## src/rtl/osc_key_pkg.sv

```systemverilog
package osc_key_pkg;

   localparam logic [11:0] EN_OFF     = 12'hD1E;
   localparam logic [11:0] EN_ON      = 12'hFAB;
   localparam logic [11:0] RNG_LOW    = 12'hFA4;
   localparam logic [11:0] RNG_MED    = 12'hFA5;
   localparam logic [11:0] RNG_HIGH   = 12'hFA7;
   localparam logic [11:0] RNG_OVER   = 12'hFA6;
   localparam logic [15:0] DRV_KEY    = 16'h9696;
   localparam logic [31:0] DORM_SLEEP = 32'h636F6D61;
   localparam logic [31:0] DORM_RUN   = 32'h77616B65;
   localparam logic [8:0]  DIV_TAG    = 9'h154;
   localparam logic [7:0]  PH_KEY     = 8'hAA;

   localparam int NUM_REGS = 8;

   typedef enum logic [2:0] {
      IDX_CTRL   = 3'd0,
      IDX_DRV_LO = 3'd1,
      IDX_DRV_HI = 3'd2,
      IDX_SEED   = 3'd3,
      IDX_DORM   = 3'd4,
      IDX_DIV    = 3'd5,
      IDX_PHASE  = 3'd6,
      IDX_STAT   = 3'd7
   } reg_idx_e;

   typedef enum logic [1:0] {
      RSEL_LOW  = 2'd0,
      RSEL_MED  = 2'd1,
      RSEL_HIGH = 2'd2,
      RSEL_OVER = 2'd3
   } range_e;

   typedef struct packed {
      logic   ok;
      range_e sel;
   } range_dec_t;

   function automatic range_dec_t rng_decode(input logic [11:0] code);
      range_dec_t r;
      r.ok  = 1'b1;
      r.sel = RSEL_LOW;
      case (code)
         RNG_LOW:  r.sel = RSEL_LOW;
         RNG_MED:  r.sel = RSEL_MED;
         RNG_HIGH: r.sel = RSEL_HIGH;
         RNG_OVER: r.sel = RSEL_OVER;
         default:  r.ok  = 1'b0;
      endcase
      return r;
   endfunction

   function automatic logic en_code_ok(input logic [11:0] code);
      return (code == EN_OFF) || (code == EN_ON);
   endfunction

endpackage

```

## src/rtl/osc_apb_port.sv

```systemverilog
module osc_apb_port #(
   parameter int ADDR_W   = 6,
   parameter int NUM_REGS = 8,
   localparam int IDX_W   = $clog2(NUM_REGS),
   localparam int WORD_W  = ADDR_W - 2
) (
   input  logic                psel,
   input  logic                penable,
   input  logic                pwrite,
   input  logic [ADDR_W-1:0]   paddr,
   output logic [NUM_REGS-1:0] wr_stb,
   output logic [IDX_W-1:0]    rd_idx,
   output logic                rd_hit
);

   if (WORD_W < IDX_W) begin : g_addr_chk
      $error("osc_apb_port: address too narrow for register count");
   end
   if ((1 << IDX_W) != NUM_REGS) begin : g_pow2_chk
      $error("osc_apb_port: register count must be a power of two");
   end

   logic [WORD_W-1:0] word;
   logic              unused_lsbs;
   logic              wr_go;

   assign word        = paddr[ADDR_W-1:2];
   assign unused_lsbs = ^paddr[1:0];
   assign rd_idx      = word[IDX_W-1:0];

   if (WORD_W == IDX_W) begin : g_exact
      assign rd_hit = 1'b1;
   end else begin : g_wide
      assign rd_hit = (word[WORD_W-1:IDX_W] == '0);
   end

   assign wr_go = psel & penable & pwrite & rd_hit;

   for (genvar i = 0; i < NUM_REGS; i++) begin : g_stb
      assign wr_stb[i] = wr_go && (rd_idx == IDX_W'(i));
   end

endmodule

```

## src/rtl/osc_drive_reg.sv

```systemverilog
module osc_drive_reg
   import osc_key_pkg::*;
#(
   parameter int NSTG     = 4,
   parameter int DS_W     = 3,
   parameter bit HAS_RAND = 1'b1,
   localparam int LANE_W  = 4,
   localparam int OUT_W   = NSTG * DS_W
) (
   input  logic             clk,
   input  logic             rst_n,
   input  logic             wr_i,
   input  logic [31:0]      wdata_i,
   output logic [31:0]      raw_o,
   output logic [OUT_W-1:0] ds_o,
   output logic [1:0]       rand_o,
   output logic             bad_o
);

   if (NSTG * LANE_W > 16) begin : g_fit_chk
      $error("osc_drive_reg: stages do not fit below the key");
   end
   if (DS_W > LANE_W - 1) begin : g_ds_chk
      $error("osc_drive_reg: strength field overlaps randomise bit");
   end

   function automatic logic [31:0] keep_mask();
      logic [31:0] m;
      m = 32'hFFFF_0000;
      for (int s = 0; s < NSTG; s++) begin
         m[s*LANE_W +: DS_W] = '1;
         if (HAS_RAND && s < 2) m[s*LANE_W + LANE_W - 1] = 1'b1;
      end
      return m;
   endfunction

   localparam logic [31:0] MASK = keep_mask();

   logic [31:0] raw_q;
   logic        key_ok;

   always_ff @(posedge clk or negedge rst_n) begin
      if (!rst_n)    raw_q <= '0;
      else if (wr_i) raw_q <= wdata_i & MASK;
   end

   assign raw_o  = raw_q;
   assign key_ok = (raw_q[31:16] == DRV_KEY);
   assign bad_o  = wr_i && (wdata_i[31:16] != DRV_KEY);

   for (genvar s = 0; s < NSTG; s++) begin : g_stage
      assign ds_o[s*DS_W +: DS_W] = key_ok ? raw_q[s*LANE_W +: DS_W] : '0;
   end

   if (HAS_RAND) begin : g_rand
      assign rand_o = key_ok ? {raw_q[LANE_W + LANE_W - 1], raw_q[LANE_W - 1]} : 2'b00;
   end else begin : g_norand
      assign rand_o = 2'b00;
   end

   AST_DRV_BADKEY_ZERO: assert property (@(posedge clk) disable iff (!rst_n)
      (wr_i && wdata_i[31:16] != DRV_KEY) |=> (ds_o == '0 && rand_o == 2'b00));

   AST_DRV_GOODKEY_APPLY: assert property (@(posedge clk) disable iff (!rst_n)
      (wr_i && wdata_i[31:16] == DRV_KEY) |=> (ds_o[DS_W-1:0] == $past(wdata_i[DS_W-1:0])));

endmodule

```

## src/rtl/osc_bad_flag.sv

```systemverilog
module osc_bad_flag (
   input  logic clk,
   input  logic rst_n,
   input  logic set_i,
   input  logic clr_i,
   output logic flag_o
);

   always_ff @(posedge clk or negedge rst_n) begin
      if (!rst_n)     flag_o <= 1'b0;
      else if (set_i) flag_o <= 1'b1;
      else if (clr_i) flag_o <= 1'b0;
   end

   AST_FLAG_SET: assert property (@(posedge clk) disable iff (!rst_n)
      set_i |=> flag_o);

   AST_FLAG_CLEAR: assert property (@(posedge clk) disable iff (!rst_n)
      (clr_i && !set_i) |=> !flag_o);

   AST_FLAG_STICKY: assert property (@(posedge clk) disable iff (!rst_n)
      (!set_i && !clr_i) |=> $stable(flag_o));

endmodule

```

## src/rtl/osc_key_regs.sv

```systemverilog
module osc_key_regs
   import osc_key_pkg::*;
#(
   parameter int          ADDR_W     = 6,
   parameter logic [31:0] SEED_RESET = 32'h3F04B16D,
   parameter int          DIV_RESET  = 32,
   parameter int          NUM_STAGES = 8,
   parameter int          DS_W       = 3,
   localparam int         IDX_W      = $clog2(NUM_REGS),
   localparam int         BANK_STG   = NUM_STAGES / 2,
   localparam int         BANK_W     = BANK_STG * DS_W,
   localparam int         DRV_W      = NUM_STAGES * DS_W
) (
   input  logic              pclk,
   input  logic              presetn,
   input  logic              psel,
   input  logic              penable,
   input  logic              pwrite,
   input  logic [ADDR_W-1:0] paddr,
   input  logic [31:0]       pwdata,
   output logic [31:0]       prdata,
   output logic              pready,
   output logic              pslverr,
   output logic              osc_en_o,
   output logic [1:0]        range_o,
   output logic [DRV_W-1:0]  drive_o,
   output logic [1:0]        rand_o,
   output logic [31:0]       seed_o,
   output logic              dormant_o,
   output logic [7:0]        div_o,
   output logic              ph_en_o,
   output logic              ph_flip_o,
   output logic [1:0]        ph_shift_o
);

   if (NUM_STAGES % 2 != 0 || BANK_STG > 4) begin : g_stage_chk
      $error("osc_key_regs: stages must split into two banks of at most four");
   end
   if (DIV_RESET < 1 || DIV_RESET > 128) begin : g_div_chk
      $error("osc_key_regs: divider reset out of range");
   end

   localparam logic [23:0] CTRL_RST    = 24'h000AA0;
   localparam logic [11:0] PH_RST      = 12'h008;
   localparam logic [6:0]  DIV_LOW_RST = 7'(DIV_RESET % 128);
   localparam logic [15:0] DIV_RST     = {DIV_TAG, DIV_LOW_RST};

   // bus decode
   logic [NUM_REGS-1:0] wr_stb;
   logic [IDX_W-1:0]    rd_idx;
   logic                rd_hit;

   osc_apb_port #(.ADDR_W(ADDR_W), .NUM_REGS(NUM_REGS)) u_port (
      .psel    (psel),
      .penable (penable),
      .pwrite  (pwrite),
      .paddr   (paddr),
      .wr_stb  (wr_stb),
      .rd_idx  (rd_idx),
      .rd_hit  (rd_hit)
   );

   // plain keyed registers
   logic [23:0] ctrl_q;
   logic [31:0] seed_q;
   logic [31:0] dorm_q;
   logic [15:0] div_q;
   logic [11:0] ph_q;

   always_ff @(posedge pclk or negedge presetn) begin
      if (!presetn) begin
         ctrl_q <= CTRL_RST;
         seed_q <= SEED_RESET;
         dorm_q <= DORM_RUN;
         div_q  <= DIV_RST;
         ph_q   <= PH_RST;
      end else begin
         if (wr_stb[IDX_CTRL])  ctrl_q <= pwdata[23:0];
         if (wr_stb[IDX_SEED])  seed_q <= pwdata;
         if (wr_stb[IDX_DORM])  dorm_q <= pwdata;
         if (wr_stb[IDX_DIV])   div_q  <= pwdata[15:0];
         if (wr_stb[IDX_PHASE]) ph_q   <= pwdata[11:0];
      end
   end

   // drive-strength banks
   logic [31:0] drv_raw [2];
   logic [1:0]  drv_rand [2];
   logic [1:0]  drv_bad;

   for (genvar b = 0; b < 2; b++) begin : g_bank
      osc_drive_reg #(
         .NSTG     (BANK_STG),
         .DS_W     (DS_W),
         .HAS_RAND (b == 0)
      ) u_drv (
         .clk     (pclk),
         .rst_n   (presetn),
         .wr_i    (wr_stb[int'(IDX_DRV_LO) + b]),
         .wdata_i (pwdata),
         .raw_o   (drv_raw[b]),
         .ds_o    (drive_o[b*BANK_W +: BANK_W]),
         .rand_o  (drv_rand[b]),
         .bad_o   (drv_bad[b])
      );
   end

   assign rand_o = drv_rand[0] | drv_rand[1];

   // output decode
   range_dec_t rng_now;
   logic       ph_ok;
   logic       div_ok;

   assign rng_now   = rng_decode(ctrl_q[11:0]);
   assign range_o   = rng_now.sel;
   assign osc_en_o  = (ctrl_q[23:12] != EN_OFF);
   assign seed_o    = seed_q;
   assign dormant_o = (dorm_q == DORM_SLEEP);

   assign div_ok = (div_q[15:7] == DIV_TAG);
   always_comb begin
      if (div_ok && div_q[6:0] != 7'd0) div_o = {1'b0, div_q[6:0]};
      else                              div_o = 8'd128;
   end

   assign ph_ok      = (ph_q[11:4] == PH_KEY);
   assign ph_en_o    = ph_ok ? ph_q[3]   : 1'b1;
   assign ph_flip_o  = ph_ok ? ph_q[2]   : 1'b0;
   assign ph_shift_o = ph_ok ? ph_q[1:0] : 2'b00;

   // bad-write detection on the incoming word
   range_dec_t rng_wr;
   logic       bad_set;
   logic       bad_clr;
   logic       bad_flag;

   assign rng_wr = rng_decode(pwdata[11:0]);

   always_comb begin
      bad_set = |drv_bad;
      if (wr_stb[IDX_CTRL] && (!en_code_ok(pwdata[23:12]) || !rng_wr.ok))
         bad_set = 1'b1;
      if (wr_stb[IDX_DORM] && pwdata != DORM_SLEEP && pwdata != DORM_RUN)
         bad_set = 1'b1;
      if (wr_stb[IDX_DIV] && pwdata[15:7] != DIV_TAG)
         bad_set = 1'b1;
      if (wr_stb[IDX_PHASE] && pwdata[11:4] != PH_KEY)
         bad_set = 1'b1;
   end

   assign bad_clr = wr_stb[IDX_STAT] && pwdata[24];

   osc_bad_flag u_flag (
      .clk    (pclk),
      .rst_n  (presetn),
      .set_i  (bad_set),
      .clr_i  (bad_clr),
      .flag_o (bad_flag)
   );

   // read path
   logic [31:0] rd_mux;

   always_comb begin
      case (reg_idx_e'(rd_idx))
         IDX_CTRL:   rd_mux = {8'h00, ctrl_q};
         IDX_DRV_LO: rd_mux = drv_raw[0];
         IDX_DRV_HI: rd_mux = drv_raw[1];
         IDX_SEED:   rd_mux = seed_q;
         IDX_DORM:   rd_mux = dorm_q;
         IDX_DIV:    rd_mux = {16'h0000, div_q};
         IDX_PHASE:  rd_mux = {20'h00000, ph_q};
         IDX_STAT:   rd_mux = {7'd0, bad_flag, 11'd0, osc_en_o, 12'd0};
         default:    rd_mux = 32'h0;
      endcase
   end

   assign prdata  = (psel && rd_hit) ? rd_mux : 32'h0;
   assign pready  = 1'b1;
   assign pslverr = 1'b0;

   AST_UNMAPPED_ZERO: assert property (@(posedge pclk) disable iff (!presetn)
      (psel && !rd_hit) |-> (prdata == 32'h0));

   AST_CTRL_OFF: assert property (@(posedge pclk) disable iff (!presetn)
      (wr_stb[IDX_CTRL] && pwdata[23:12] == EN_OFF) |=> !osc_en_o);

   AST_DORM_BAD_WAKE: assert property (@(posedge pclk) disable iff (!presetn)
      (wr_stb[IDX_DORM] && pwdata != DORM_SLEEP) |=> !dormant_o);

   AST_DIV_IN_RANGE: assert property (@(posedge pclk) disable iff (!presetn)
      (div_o != 8'd0) && (div_o <= 8'd128));

   AST_PH_BAD_DEFAULT: assert property (@(posedge pclk) disable iff (!presetn)
      (wr_stb[IDX_PHASE] && pwdata[11:4] != PH_KEY) |=>
         (ph_en_o && !ph_flip_o && ph_shift_o == 2'b00));

   AST_STATUS_NO_SET: assert property (@(posedge pclk) disable iff (!presetn)
      (wr_stb[IDX_STAT] || wr_stb[IDX_SEED]) |-> !bad_set);

endmodule

```

## config.mk

```make
export PLATFORM = sky130hd
export DESIGN_NAME = osc_key_regs
export DESIGN_NICKNAME = d
export VERILOG_FILES = /design/src/rtl/osc_key_pkg.sv /design/src/rtl/osc_apb_port.sv /design/src/rtl/osc_drive_reg.sv /design/src/rtl/osc_bad_flag.sv /design/src/rtl/osc_key_regs.sv
export SDC_FILE = /design/constraint.sdc
export NUM_CORES = 1
export LEC_CHECK = 0
export ABC_CLOCK_PERIOD_IN_PS = 2570
export BUFFER_PORTS_ARGS = -buffer_cell sky130_fd_sc_hd__buf_2
export CORE_MARGIN = 4
export CORE_UTILIZATION = 50
export CTS_BUF_LIST = sky130_fd_sc_hd__clkbuf_4 sky130_fd_sc_hd__clkbuf_8
export DETAILED_ROUTE_END_ITERATION = 16
export PLACE_DENSITY = 0.72
export SLEW_MARGIN = 20
export SYNTH_ARGS = -nofsm -noshare
export SYNTH_HDL_FRONTEND = slang
export SYNTH_SLANG_ARGS = --single-unit
```

## constraint.sdc

```tcl
create_clock -name pclk -period 2.57 [get_ports pclk]
set_input_delay 0.514 -clock pclk [delete_from_list [all_inputs] [get_ports pclk]]
set_output_delay 0.514 -clock pclk [all_outputs]
set_load 0.02 [all_outputs]
```

==> flow_summary.ini <==
[critical_path]
critPathCaptureType = output port
worst-setup-path-type = reg2out
start_kind = flip-flop
cp_max_fo = 8
crit_required_ps = 2060
reg2reg_depth = 2
crit_arrival_ps = 2190

[detailed_routing]
drc_errors = 0
antenna_left = 0
vias = 7052
viasPerCell = 6.02
first_pass_iters = 4
drt-wirelength-per-cell_um = 22.7
drt_iter0_drc = 523
wl_um = 26700

[flow_run]
cap_violations = 0

[logic_synthesis]
syn_area_um2 = 9210
yosys_warnings = 0
synth_cell_type_count = 58
async_reset_ff_share_pct = 100
ys.flop_type = dfrtp_1
ys_ff_latch = 175
syn_nets = 817
netlist_instances = 774
synth_edf_count = 0
avgSynthCellArea_um2 = 11.9
seq_area_frac_synth_pct = 48.1

[power]
irDropWorstVdd_uv = 364
p_per_area_nw_per_um2 = 587
pwr-share-clk_pct = 28.0
combPwrFrac_pct = 18.3
p_seq_share_pct = 53.7
switching_power_mw = 1.99
power_leakage_nw = 5.15
p_int_mw = 4.54
swShare_pct = 30.4

[die]
die_w_um = 144
die_h_um = 144
floorplan.rows = 49
ioPinCount = 151
dieArea_um2 = 20700
core_area_um2 = 18000
start_util_pct = 51.1

[place]
hpwl_um = 18500
dp_cells = 1135
place_ws_ps = 95.8
port_buffers = 146
routabilityCongestion = 0.897

[clocking]
cts_root_buffer = clkbuf_8
clkTransAtPathRegs_ps = 90
cts_tree = built
clk_path_buf_depth = 2
cts_max_level = 4
numCtsBuffers = 17
clkLatencyLatePin_ps = 470
cts_sinks = 175

[timing]
fin_crit_ps = 2700
rsz0062_at_grt = true
setup_ws_ps = -132
relSlewSlack_pct = 58.8
setup_tns_ps = -1460
hold_viol_final = 0
fin_crit_sh_pct = 105
skew_ps = 0
setup_viol_count_final = 19
drv_slew = 0
worst_slew_pin_slew_ps = 617
fmax_mhz = 370

[layout]
drive_gt1_share_pct = 50.8
nFillCells = 1486
syn_to_final_growth_pct = 20.8
finalNonFillerCells = 1172
fin_util_pct = 61.8
layout.nets = 972

[global_routing]
track_usage_pct = 25.7
grt_pass1_wl_um = 40500
grt_pass1_vias = 7102
grt_start_max_net_pins = 60
overflow = 0
antenna_found_initial = 0

[outcome]
run_status = finished, violations left
violations = setup timing

[hold_path]
hp-class = in2async
## logic make-up after synthesis
family,count (synthesis),synth area share (%)
compound gates,122,8.56
xor+xnor,1,0.0951
buf+inv,65,4.06
flops,175,48.1
mux,209,25.6
other cells,2,0.0815
simple gates,200,13.4
## cell usage after synthesis, types with 7 or more instances
| cell | count | area, µm² |
|---|---|---|
| nand4b_1 | 7 | 61.3 |
| inv_1 | 9 | 33.8 |
| o211ai_1 | 10 | 75.1 |
| dfstp_2 | 44 | 1160 |
| dfrtp_1 | 131 | 3280 |
| and2_1 | 37 | 231 |
| nor3_1 | 8 | 40.0 |
| buf_2 | 20 | 100 |
| nor2_1 | 43 | 161 |
| buf_6 | 10 | 113 |
| clkbuf_1 | 17 | 63.8 |
| mux2i_1 | 21 | 210 |
| a21oi_1 | 25 | 125 |
| nand2_1 | 30 | 113 |
| mux2_1 | 23 | 259 |
| nor4_1 | 7 | 43.8 |
| o21ai_0 | 33 | 165 |
| nand4_1 | 7 | 43.8 |
| nor4bb_1 | 11 | 110 |
| mux2_4 | 9 | 135 |
| mux2_2 | 156 | 1760 |
| a22oi_1 | 26 | 195 |
## stage by stage
stage,cell area (µm²),total power [mW],hold slack [ps]
after floorplan,9210,4.21,218
final,11100,6.53,13.2
after global routing,11100,6.81,41.1
after CTS,10900,6.54,30.7
after detailed placement,10300,4.69,498
after global placement,10300,4.65,489
## layout by cell type (no fill, tap or decap), types with 23 or more instances in the layout
cell type and n:
nand2_1 30, buf_6 36, buf_4 36, a22oi_1 26, dfstp_2 44, o21ai_0 33, dfrtp_1 131, and2_4 25
mux2_1 23, buf_2 111, a21oi_1 24, nor2_1 42, mux2_2 156
## final timing paths
kind | from | to | slack [ps]
min in group pclk | pwdata[27] | g_bank[0].u_drv.raw_o[27] | 350
max | div_q[13] | div_o[5] | -130
max reg2reg | g_bank[0].u_drv.raw_o[27] | g_bank[0].u_drv.raw_o[27] | 1640
max in group asynchronous | presetn | seed_o[25] | 1790
min reg2reg | ctrl_q[20] | ctrl_q[20] | 510
min | presetn | g_bank[0].u_drv.raw_o[19] | 10
## worst max-delay path: stages (launching register included)
cell and delay [ps]:
dfstp_2 540, nor4bb_4 320, nand4_1 280, a21oi_4 260, and2_1 190, buf_6 130
## layer usage
layer	routed length [µm]	vias to the layer above	track usage, %
met5	0	-	0
met4	449	0	7.14
met3	1820	29	4.93
met2	12900	263	41.5
met1	11500	3611	35.9
li1	-	3149	-
## power by group through the flow
stage	clock, mW	sequential [mW]	combinational (mW)
floorplan	0	3.52	0.690
global placement	0	3.52	1.13
detailed placement	0	3.53	1.16
CTS	1.86	3.49	1.18
global route	1.95	3.56	1.29
finish	1.83	3.51	1.19
## state kept, by name (all words and copies together), names as in the netlist
name and flops:
u_flag.flag_o 1, div_q 16, g_bank.u_drv.raw_o 58, dorm_q 32
seed_o 32, ph_q 12, ctrl_q 24
## final cells by class
class	instances	area [µm²]	share of cell area [%]
clock buffer	20	275	2.47
clock inverter	12	98.8	0.888
timing repair buffer	192	1420	12.7
tap	229	287	2.57
multi-input combinational	534	4580	41.2
antenna	1	2.50	0.0225
sequential	175	4430	39.8
inverter	9	33.8	0.304
## timing repair
| action | in CTS | in global routing |
|---|---|---|
| cloned | 1 | 1 |
| hold buffers | 0 | 0 |
| pin swaps | 6 | 19 |
| setup buffers | 2 | 1 |
| gates resized for setup | 39 | 81 |
| setup endpoints to repair | 34 | 44 |
Note: power is estimated with default switching activity, not from simulation.
